===== config.mk =====
export PLATFORM = sky130hd
export DESIGN_NAME = cal_shadow_ctrl
export DESIGN_NICKNAME = d
export VERILOG_FILES = /design/src/rtl/cal_shadow_ctrl.sv
export SDC_FILE = /design/constraint.sdc
export NUM_CORES = 1
export LEC_CHECK = 0
export BUFFER_PORTS_ARGS = -buffer_cell sky130_fd_sc_hd__buf_2
export CORE_MARGIN = 1
export CORE_UTILIZATION = 45
export CTS_CLUSTER_DIAMETER = 40
export DETAILED_ROUTE_END_ITERATION = 6
export PLACE_DENSITY = 0.84
export SYNTH_ARGS = -nofsm -noshare
export SYNTH_HDL_FRONTEND = slang
export SYNTH_SLANG_ARGS = --single-unit
export TNS_END_PERCENT = 1

===== constraint.sdc =====
create_clock -name clk -period 1.7 [get_ports clk]
set_input_delay 0.17 -clock clk [delete_from_list [all_inputs] [get_ports clk]]
set_output_delay 0.17 -clock clk [all_outputs]
set_load 0.1 [all_outputs]

===== src/rtl/cal_shadow_ctrl.sv =====
module cal_shadow_ctrl #(
  parameter int DATA_W = 8,
  parameter int DIV_W  = 2
) (
  input  logic              clk,
  input  logic              rst_n,
  input  logic              wr_en,
  input  logic              wr_addr,
  input  logic [DATA_W-1:0] wr_data,
  input  logic              ref_ok,
  input  logic              cal_done,
  output logic              upd_pending,
  output logic              act_start,
  output logic [DIV_W-1:0]  act_div,
  output logic              cal_start,
  output logic              cal_busy,
  output logic              cal_clk_en
);
  localparam int CNT_W = 2 ** DIV_W;
  localparam logic [DIV_W-1:0] DIV_RST = '1;

  logic             buf_start;
  logic [DIV_W-1:0] buf_div;
  logic             start_q;
  logic [CNT_W-1:0] cnt;
  logic [CNT_W:0]   ratio;
  logic             rise;

  assign ratio      = (CNT_W+1)'(2) << act_div;
  assign cal_clk_en = ({1'b0, cnt} >= ratio - 1'b1);
  assign rise       = act_start && !start_q;

  always_ff @(posedge clk or negedge rst_n) begin
    if (!rst_n) begin
      buf_start   <= 1'b0;
      buf_div     <= DIV_RST;
      act_start   <= 1'b0;
      act_div     <= DIV_RST;
      upd_pending <= 1'b0;
      start_q     <= 1'b0;
      cal_start   <= 1'b0;
      cal_busy    <= 1'b0;
      cnt         <= '0;
    end else begin
      if (wr_en && !wr_addr) begin
        buf_start <= wr_data[0];
        buf_div   <= wr_data[DIV_W:1];
      end
      upd_pending <= wr_en && wr_addr && wr_data[0];
      if (upd_pending) begin
        act_start <= buf_start;
        act_div   <= buf_div;
      end
      start_q   <= act_start;
      cal_start <= rise && ref_ok && !cal_busy;
      if (rise && ref_ok && !cal_busy) cal_busy <= 1'b1;
      else if (cal_done)               cal_busy <= 1'b0;
      cnt <= cal_clk_en ? '0 : cnt + 1'b1;
    end
  end
endmodule



Yosys cells after proc, flatten, opt, wreduce, memory -nomap -nowiden
Cells that the tools add are included.

Bits in registers: 14. Bits in latches: 0. Memory bits (writable): 0. Memory bits (read-only): 0. Output and inout bits: 7. Memories: 0.

$add $sub $neg: 2. Multipliers: 0. Div/mod/pow operators: 0. Order comparisons: 1. Equality and inequality tests: 0. Shifts and indexed selects: 1. Multiplexer cells: 3. Bitwise operators: 0. Reduce and logical (&&, ||, !) cells: 10.

Operators with widths (count): $logic_and A1 B1 Y1 (6); $ge A4 B5 Y1 (1); $shl A2 B2 Y5 const A (1); $sub A5 B1 Y5 const B (1); $add A4 B1 Y4 const B (1); $mux W4 (1); $logic_not A1 Y1 (3); $mux W1 (2); $reduce_bool A2 Y1 (1).

Longest topological paths before layout
Word-level depth: 5. Gate-level depth with buffers: 5.

Worst setup path before layout
No wires, ideal clock.

Path type: register to register. Start point: reg act_div[1]. End point: reg cnt[2]. Library setup time: 0.168 ns. Arrival: 2.332 ns. Data required time: 1.532 ns. Slack: -0.801 ns. Cell stages (with the launch flop): 6. Buffers on the path: 0. Path through: dfstp_2 > inv_1 > ha_1 > a21oi_2 > o21ai_2 > nor2_1.

Longest elaborated chain between the ends: 4.

RTL lines: start: declaration (RTL line 14) `output logic [DIV_W-1:0] act_div,`; start signal: assignment (RTL line 52) `act_div <= buf_div;`; $shl A2 B2 Y5 (RTL line 29) `assign ratio = (CNT_W+1)'(2) << act_div;`; $sub A5 B1 Y5 (RTL line 30) `assign cal_clk_en = ({1'b0, cnt} >= ratio - 1'b1);`; $ge A4 B5 Y1 (RTL line 30); named net cal_clk_en (RTL line 17) `output logic cal_clk_en`; $mux W4 (RTL line 58) `cnt <= cal_clk_en ? '0 : cnt + 1'b1;`; end signal: assignment (RTL line 58); end: declaration (RTL line 25) `logic [CNT_W-1:0] cnt;`.

The timed path passes the listed nets, and every way through them passes these cells. A chain may end at the register's enable or synchronous reset.

Worst setup path in the final report
Start point: reg act_div[1]. End point: out cal_clk_en.

Longest elaborated chain between the ends: 3.

RTL lines (RTL line): $shl A2 B2 Y5 (29); $sub A5 B1 Y5 (30); $ge A4 B5 Y1 (30); end: declaration (17).

No other way between the ends.

==> flow_summary.json <==
{
  "status": "complete, but fails checks",
  "violations": "negative setup slack",
  "hold_violations": 0,
  "die_y_um": 39.1,
  "finalClockSkew_ns": 0.00207,
  "core_um2": 1280,
  "regToRegSetupSlack_ns": 0.13,
  "cts_buffer_depth": 2,
  "synth-simple-area-share_pct": 11.1,
  "tns_ns": -0.191,
  "synthDistinctLibCells": 20,
  "fmax_mhz": 529,
  "drive_above_1_share_pct": 58.8,
  "ios": 21,
  "synth_top_family_by_area": "simple AND/OR/NAND/NOR gates",
  "finalNonFillerCells": 83,
  "setup_viol": 1,
  "placed_cells": 76,
  "postRouteAntennaNets": 0,
  "arrival_ns": 1.72,
  "rsz0062_at_grt": "true",
  "endpoint_kind": "primary output",
  "avgSynthCellArea_um2": 13.5,
  "synth_compound_area_share_pct": 7.46,
  "num_vias": 407,
  "path_delay_family": "flip-flops",
  "r2r_end": "cnt[3]",
  "portBuffers": 15,
  "grt_max_degree": 15,
  "max-vdd-ir-drop_v": 0.00105,
  "synthToLayoutAreaGrowth_pct": 35.5,
  "p_leak_nw": 0.419,
  "cts-buffers-inserted": 3,
  "pre_cts_slack_ns": 0.0433,
  "path_cells": "nor2_2 -> ha_1 -> a41oi_2 -> o21ai_4 -> buf_12",
  "cts_root_buffer": "clkbuf_4",
  "ys_ff_latch": 14,
  "final_common_cell": "buf_2",
  "path_max_fanout": 4,
  "track_usage_pct": 16.8,
  "critPathKind": "flip-flop to primary output",
  "grt_remaining_overflow": 0,
  "drc": 0,
  "period_minus_slack_ns": 1.89,
  "synth.area.mux_share_pct": 10.9,
  "synth_area_um2": 621,
  "cts_tree": "done",
  "maxSlewViolCount": 0,
  "synth_cells": 46,
  "hold_class": "input port to flip-flop",
  "worst_path_max_delay_cell": "dfstp_4",
  "avgViaCountPerCell": 4.90,
  "r2r-start": "act_div[1]",
  "path_depth": 5,
  "fin_crit_sh_pct": 111,
  "clkLatencyLatePin_ns": 0.27,
  "final_cell_mix": "14 x buf_2, 10 x dfrtp_1, 4 x nor2_1",
  "antennaDiodeCount": 0,
  "cp.required_ns": 1.53,
  "synth_xor_area_share_pct": 2.82,
  "rows": 13,
  "worstMarginPinSlew_ns": 0.488,
  "routedWlPerCell_um": 12.2,
  "final_nets": 87,
  "start_util_pct": 48.3,
  "finalWorstSetupSlack_ns": -0.191,
  "post-route-util_pct": 65.4,
  "synthAdderAreaFrac_pct": 8.06,
  "clk_pin_slew_ns": 0.08,
  "yosys_warnings": 0,
  "dp_hpwl_um": 765,
  "hold-worst-slack_ns": 0.126,
  "antenna_found_initial": 0,
  "place.gp.congestion": 0.653,
  "powerDensity_nw_per_um2": 1990,
  "die_w_um": 39.1,
  "htreeDepth": 1,
  "first_global_vias": 422,
  "slowest_delay_ns": 0.65,
  "drt_iter0_markers": 1,
  "grt_pass1_wl_mm": 1.72,
  "cp_num_buf_inv": 1,
  "cts.sinks": 14,
  "relSlewSlack_pct": 67.7,
  "crit_start": "act_div[1]",
  "max_cap_violations": 0,
  "worst-r2r-cell-count": 6,
  "yosysSeqAreaShare_pct": 57.3,
  "synth_fp_nets": 64,
  "endpoint": "cal_clk_en",
  "die_area_um2": 1530,
  "drt_pass1_iterations": 2,
  "finalWirelength_mm": 1.01,
  "critPathLaunchType": "flip-flop"
}
==> Yosys cell counts (all sizes together) <==
library cell / instances / area [µm²]
dfrtp: 10 / 250
mux2: 5 / 67.6
nor2: 5 / 18.8
dfstp: 4 / 105
ha: 4 / 50.1
inv: 4 / 15.0
nand2: 2 / 7.51
o21ai: 2 / 13.8
a21o: 1 / 7.51
a21oi: 1 / 8.76
a41oi: 1 / 16.3
and3: 1 / 6.26
and4bb: 1 / 12.5
nand3: 1 / 5.00
nor2b: 1 / 13.8
nor3: 1 / 5.00
xnor2: 1 / 8.76
xor2: 1 / 8.76
==> worst min-delay path by stage <==
| stage | startpoint | end | slack, ns | cells after the start |
|---|---|---|---|---|
| CTS | wr_data[1] | buf_div[0] | 0.12 | 2 |
| detailed placement | rst_n | cnt[0] | 0.07 | 1 |
| global route | wr_data[1] | buf_div[0] | 0.12 | 2 |
| floorplan | rst_n | act_start | -0.13 | 0 |
| finish | wr_data[2] | buf_div[1] | 0.13 | 2 |
| global placement | rst_n | cnt[0] | 0.07 | 1 |
==> routing by layer <==
metal / global-route usage, % / vias up / part of all wire (%)
met3: 1.73 / 2 / 3.1
met2: 30.8 / 11 / 52
li1: - / 201 / -
met5: 0 / - / 0
met1: 20.3 / 193 / 44
met4: 5.17 / 0 / 1.2
==> final cells by class <==
cell class	count	area, µm²
Fill cell	104	444
Sequential cell	14	363
Multi-Input combinational cell	28	293
Timing Repair Buffer	18	115
Clock buffer	4	36.3
Tap cell	15	18.8
Inverter	4	15.0
==> what timing repair did <==
| item | in CTS | in global routing |
|---|---|---|
| buffers inserted | 2 | 0 |
| endpoints found under the setup margin | 1 | 1 |
| hold buffers | 1 | 0 |
| resized for setup | 3 | 0 |
| hold endpoints to repair | 10 | 0 |
| pin swaps | 3 | 0 |
==> power breakdown <==
group | leakage (nW) | total, W | internal (W) | switching (W)
combinational | 0.228 | 0.000920 | 0.000322 | 0.000597
clock | 0.0210 | 0.000231 | 0.000130 | 0.000101
sequential | 0.170 | 0.000524 | 0.000442 | 0.0000821
total | 0.419 | 0.00167 | 0.000894 | 0.000781
==> sequential cells by signal, indices dropped and copies added (netlist names) <==
signal       count
cal_busy         1
act_start        1
start_q          1
act_div          2
buf_div          2
buf_start        1
cnt              4
upd_pending      1
cal_start        1
==> cells by family after synthesis <==
kind of cell / count (synthesis)
AO/OA/AOI/OAI: 5
XOR/XNOR: 2
adder cells (fa/ha/maj): 4
buffers and inverters: 4
flip-flops: 14
multiplexers: 5
AND/OR/NAND/NOR: 12
==> through the flow <==
stage | power [W] | instance area [µm²]
2_1_floorplan | 0.00118 | 651
4_1_cts | 0.00168 | 841
3_5_place_dp | 0.00139 | 759
5_1_grt | 0.00176 | 841
6_report | 0.00167 | 841
3_3_place_gp | 0.00135 | 759
Note: power is estimated with default switching activity, not from simulation.
